<file path="config.mk">
export PLATFORM = sky130hd
export DESIGN_NAME = fwd_unit
export DESIGN_NICKNAME = d
export VERILOG_FILES = /design/src/rtl/fwd_pkg.sv /design/src/rtl/fwd_match.sv /design/src/rtl/fwd_opnd_sel.sv /design/src/rtl/fwd_store_sel.sv /design/src/rtl/fwd_unit.sv
export SDC_FILE = /design/constraint.sdc
export NUM_CORES = 1
export LEC_CHECK = 0
export ABC_AREA = 1
export BUFFER_PORTS_ARGS = -buffer_cell sky130_fd_sc_hd__buf_4
export CAP_MARGIN = 20
export CORE_MARGIN = 1
export CORE_UTILIZATION = 43
export DETAILED_ROUTE_END_ITERATION = 16
export GPL_TIMING_DRIVEN = 1
export MAX_ROUTING_LAYER = met4
export PLACE_DENSITY = 0.88
export SYNTH_ARGS = -nofsm -noshare
export SYNTH_HDL_FRONTEND = slang
export SYNTH_HIERARCHICAL = 1
export SYNTH_SLANG_ARGS = --single-unit
</file>
<file path="constraint.sdc">
create_clock -name vclk -period 0.85
set_input_delay 0.17 -clock vclk [all_inputs]
set_output_delay 0.17 -clock vclk [all_outputs]
set_load 0.1 [all_outputs]
</file>
<file path="src/rtl/fwd_pkg.sv">
package fwd_pkg;
  typedef enum logic [1:0] {
    SRC_FILE = 2'b00,
    SRC_MW   = 2'b01,
    SRC_XM   = 2'b10
  } opnd_src_e;
endpackage

</file>
<file path="src/rtl/fwd_match.sv">
module fwd_match #(
  parameter int REG_AW = 5
) (
  input  logic              wr,
  input  logic [REG_AW-1:0] dst,
  input  logic [REG_AW-1:0] src,
  output logic              hit
);
  always_comb begin
    hit = wr && (dst != '0) && (dst == src);
  end
endmodule

</file>
<file path="src/rtl/fwd_opnd_sel.sv">
module fwd_opnd_sel
  import fwd_pkg::*;
(
  input  logic      hit_young,
  input  logic      hit_old,
  output opnd_src_e sel
);
  always_comb begin
    if (hit_young)    sel = SRC_XM;
    else if (hit_old) sel = SRC_MW;
    else              sel = SRC_FILE;
  end
endmodule

</file>
<file path="src/rtl/fwd_store_sel.sv">
module fwd_store_sel #(
  parameter int REG_AW = 5
) (
  input  logic              store,
  input  logic [REG_AW-1:0] st_src,
  input  logic              ld_wr,
  input  logic              ld,
  input  logic [REG_AW-1:0] ld_rd,
  output logic              sel
);
  logic ld_hit;

  fwd_match #(.REG_AW(REG_AW)) u_hit (
    .wr (ld_wr && ld),
    .dst(ld_rd),
    .src(st_src),
    .hit(ld_hit)
  );

  always_comb begin
    sel = store && ld_hit;
  end
endmodule

</file>
<file path="src/rtl/fwd_unit.sv">
module fwd_unit
  import fwd_pkg::*;
#(
  parameter int REG_AW = 5
) (
  input  logic [REG_AW-1:0] ex_rs,
  input  logic [REG_AW-1:0] ex_rt,
  input  logic              xm_wr,
  input  logic [REG_AW-1:0] xm_rd,
  input  logic              xm_store,
  input  logic [REG_AW-1:0] xm_src,
  input  logic              mw_wr,
  input  logic [REG_AW-1:0] mw_rd,
  input  logic              mw_load,
  output logic [1:0]        sel_a,
  output logic [1:0]        sel_b,
  output logic              sel_st
);
  localparam int NUM_OPND = 2;

  logic [REG_AW-1:0] src_q [NUM_OPND];
  opnd_src_e         sel_q [NUM_OPND];

  always_comb begin
    src_q[0] = ex_rs;
    src_q[1] = ex_rt;
  end

  for (genvar g = 0; g < NUM_OPND; g++) begin : g_opnd
    logic hit_xm;
    logic hit_mw;

    fwd_match #(.REG_AW(REG_AW)) u_xm (
      .wr (xm_wr),
      .dst(xm_rd),
      .src(src_q[g]),
      .hit(hit_xm)
    );

    fwd_match #(.REG_AW(REG_AW)) u_mw (
      .wr (mw_wr),
      .dst(mw_rd),
      .src(src_q[g]),
      .hit(hit_mw)
    );

    fwd_opnd_sel u_sel (
      .hit_young(hit_xm),
      .hit_old  (hit_mw),
      .sel      (sel_q[g])
    );
  end

  fwd_store_sel #(.REG_AW(REG_AW)) u_st (
    .store (xm_store),
    .st_src(xm_src),
    .ld_wr (mw_wr),
    .ld    (mw_load),
    .ld_rd (mw_rd),
    .sel   (sel_st)
  );

  always_comb begin
    sel_a = sel_q[0];
    sel_b = sel_q[1];
  end
endmodule

</file>
# Yosys cells after proc, flatten, opt, wreduce, memory -nomap -nowiden
# Cells that the tools add are included.
dict set report word_totals {
  output_inout_bits 5
  ff_bits 0
  wordCells 21
}
dict set report classes {
  n_reduce_logical 12
  n_eq_ne 5
  muxes 4
}
# cell n
set ops {}
lappend ops {{5-bit == test} 5}
lappend ops {{1-bit logical AND} 10}
lappend ops {{5-bit nonzero test} 2}
lappend ops {{2-bit two-way mux} 2}
lappend ops {{1-bit two-way mux} 2}

# Logic depth before layout (Yosys ltp)
dict set report depth {
  depth_word 5
  ltp_mapped 8
  depth_no_buf 8
}

# By module
# The synthesis kept the hierarchy.
# mod seq_area_each_um2 cells_each area_per_inst_um2 n_inst
set modules_own_cells {}
lappend modules_own_cells {fwd_match 0.0 29 116.4 5}
lappend modules_own_cells {fwd_opnd_sel 0.0 3 17.5 2}
lappend modules_own_cells {fwd_store_sel 0.0 4 15.0 1}

# Least setup slack after synthesis
# Ideal clock, no wire load.
dict set report synth_timing {
  path_type {input to output}
  startpoint {input mw_rd[0]}
  endpoint {output sel_a[0]}
  t_arrival_ps 1342
  slack_ps -662
  path_buffers 0
  cell_stages 8
  path_cell_list {inv_1 -> nand2_1 -> nand2_1 -> nor2_1 -> nand3_1 -> nor2_1 -> inv_1 -> nor2_2}
}
dict set report synth_between {
  elab_chain_len 5
  word_cells_on_any_way 6
  classes_between {eq/ne (1); mux (2); reduce/logical (3)}
}
# element line
set synth_lines {}
lappend synth_lines {{from (decl)} fwd_unit.sv:13} ;# input logic [REG_AW-1:0] mw_rd,
lappend synth_lines {{5-bit nonzero test} fwd_match.sv:10} ;# hit = wr && (dst != '0) && (dst == src);
lappend synth_lines {{1-bit logical AND} fwd_match.sv:10}
lappend synth_lines {{1-bit logical AND *} fwd_match.sv:10}
lappend synth_lines {{named net g_opnd[0].hit_mw} fwd_unit.sv:31} ;# logic hit_mw;
lappend synth_lines {{1-bit two-way mux *} fwd_opnd_sel.sv:10} ;# else if (hit_old) sel = SRC_MW;
lappend synth_lines {{2-bit two-way mux *} fwd_opnd_sel.sv:9} ;# if (hit_young) sel = SRC_XM;
lappend synth_lines {{to (decl)} fwd_unit.sv:15} ;# output logic [1:0] sel_a,
# The timed path passes the listed nets; every way through them passes the cells marked *.

# Worst setup path after layout
dict set report layout_timing {
  startpoint {input xm_rd[0]}
  endpoint {output sel_a[0]}
}
dict set report layout_between {
  elab_chain_len 4
  word_cells_on_any_way 5
  classes_between {eq/ne (1); mux (1); reduce/logical (3)}
}
# element line
set layout_lines {}
lappend layout_lines {{from (decl)} fwd_unit.sv:9} ;# input logic [REG_AW-1:0] xm_rd,
lappend layout_lines {{5-bit nonzero test} fwd_match.sv:10}
lappend layout_lines {{1-bit logical AND} fwd_match.sv:10}
lappend layout_lines {{1-bit logical AND *} fwd_match.sv:10}
lappend layout_lines {{2-bit two-way mux *} fwd_opnd_sel.sv:9}
# Mark *: on every way between the ends. The rest lies on a longest branch, timed or not.

==> flow_summary_export.csv <==
group,metric,value,unit
place,place_ws,-0.5231,ns
setup_path,path_depth,7,
global_route,grt_max_degree,9,
setup_path,crit_fanout,4,
timing,rsz0062_at_grt,"true",
layout,post-route-util,88.09,%
global_route,track_usage,28.26,%
pwr,ir_drop,349.4,uV
run,max_cap_violations,0,
layout,fillCellCount,69,
timing,worstMarginPinSlew,0.1868,ns
global_route,first_global_vias,826,
layout,diodes,0,
setup_path,crit_buf_inv,2,
pwr,internal_power,0.2548,mW
route,vias_per_cell,5.186,
setup_path,crit_arrival,1.12,ns
global_route,overflow,0,
route,drtIter0Drc,46,
timing,fin_setup_tns,-1.871,ns
pwr,power.density_cell_area,472.5,nW/um^2
global_route,grtUsageMet2,56.35,%
clock_tree,hold_buffers,0,
place,placed_cells,202,
layout,regArea,0,um^2
pwr,p_seq_share,0,%
worst_hold_path,hold_path_class,"primary input to primary output",
pwr,leakage,0.7028,nW
die,io_pins,34,
timing,finalSetupViolations,5,
layout,n_sequential_cell,0,
route,vias,1058,
timing,setup_ws,-0.4383,ns
global_route,busiest_layer,"met2",
setup_path,start_kind,"primary input",
timing,holdWs,0.7636,ns
route,drc,0,
layout,post-route-cell-area,1175,um^2
die,design.die.area,1627,um^2
setup_path,worstSetupStartpoint,"xm_rd[0]",
timing,fmaxAchievable,776.2,MHz
pwr,switching_share,54.11,%
setup_path,required,0.68,ns
setup_path,crit_path_end,"sel_a[0]",
synth,syn_avg_cell_area,4.076,um^2
synth,synth_warnings,6,
global_route,grtUsageMet3,0.5556,%
setup_path,slowest_delay,0.22,ns
synth,syn-instance-count,155,
layout,final_cells,204,
synth,synth_area,631.9,um^2
timing,fin_crit_sh,151.6,%
die,core-area,1334,um^2
die,die_width,40.34,um
synth,yosysUniqueCellTypes,8,
route,routed_wl,2.707,mm
pwr,p_total,0.5552,mW
layout,nets,220,
layout,area_growth,85.94,%
layout,final_common_cell,"nand2_1",
global_route,grt_pass1_wl,3.125,mm
synth,synth_fp_nets,184,
layout,drive_gt1_share,44.44,%
die,rows,13,
synth,yosysSeqAreaShare,0,%
pwr,pwr-share-clk,0,%
timing,period_minus_slack,1.288,ns
timing,finalHoldViolCount,0,
place,portBuffers,34,
run_status,violations,"setup timing",
pwr,power.net_switching,0.3004,mW
timing,drv_slew,0,
route,wl_per_cell,13.27,um
place,dp_hpwl,1.497,mm
setup_path,worstPathCellList,"buf_8 -> nor2_1 -> nand3_1 -> a21oi_2 -> nor2_4 -> nor2_4 -> buf_12",
route,ant_nets,0,
die,start_util,47.37,%
place,gp_congestion,0.7865,
pwr,p_comb_share,100.0,%
setup_path,cpMostUsedCell,"nor2_4",
setup_path,crit_family,"simple AND/OR/NAND/NOR gates",
global_route,met1_usage,30.19,%
setup_path,endpoint_kind,"primary output",
setup_path,worst-setup-path-type,"primary input to primary output",
layout,layout_common_cells,"nand2_1, inv_1, nand2_2",
route,drtPass1Iterations,4,
setup_path,slowest_stage,"a21oi_2",
layout,nClkBuffers,0,
global_route,antenna_found_initial,0,
place,dpl-instance-area,909.6,um^2
timing,slew-limit-headroom,87.55,%
run_status,run_status,"finished, violations left",
die,dieHeight,40.34,um
power by group through the flow:
| stage | combinational (mW) | sequential (mW) | clock [mW] |
|---|---|---|---|
| floorplan | 0.222 | 0 | 0 |
| finish | 0.555 | 0 | 0 |
| detailed placement | 0.395 | 0 | 0 |
| global placement | 0.385 | 0 | 0 |
| global route | 0.601 | 0 | 0 |
| CTS | 0.472 | 0 | 0 |
cells in the mapped netlist:
library cell  instances  area, um^2
o21ai_1               5       25.02
nand2_1              62       232.7
nor2_2                7       43.79
inv_1                49       183.9
nor2_1               15       56.30
buf_4                 2       15.01
a21oi_1               5       25.02
nand3_1              10       50.05
repair_timing:
action                                  4_1_cts  5_1_grt
resized for setup                            51       33
endpoints found under the setup margin        5        5
pin swaps                                    21       12
gates cloned                                  0        0
setup buffers                                 2        0
worst min-delay path by stage:
stage | start | to | slack (ns) | cells after the start
final | xm_store | sel_st | 0.76 | 4
after global routing | xm_store | sel_st | 0.80 | 4
after CTS | xm_store | sel_st | 0.77 | 4
after detailed placement | xm_store | sel_st | 0.85 | 4
after global placement | xm_store | sel_st | 0.82 | 4
after floorplan | mw_rd[4] | sel_a[0] | 0.68 | 4
final cells by class:
type / instances / area (um^2) / share of cell area, %
Tap cell: 15 / 18.77 / 1.597
Multi-Input combinational cell: 104 / 528.0 / 44.94
Inverter: 49 / 195.2 / 16.61
Timing Repair Buffer: 36 / 432.9 / 36.85
kinds of logic after synthesis:
group,count (synthesis),synth area share (%)
simple gates,94,60.59
compound gates,10,7.920
buf+inv,51,31.49
routing by layer:
| metal | vias to the layer above | part of all wire (%) |
|---|---|---|
| li1 | 508 | - |
| met1 | 469 | 38 |
| met2 | 67 | 49 |
| met3 | 14 | 8.9 |
| met4 | 0 | 4.5 |
| met5 | - | 0 |
Note: power is estimated with default switching activity, not from simulation.
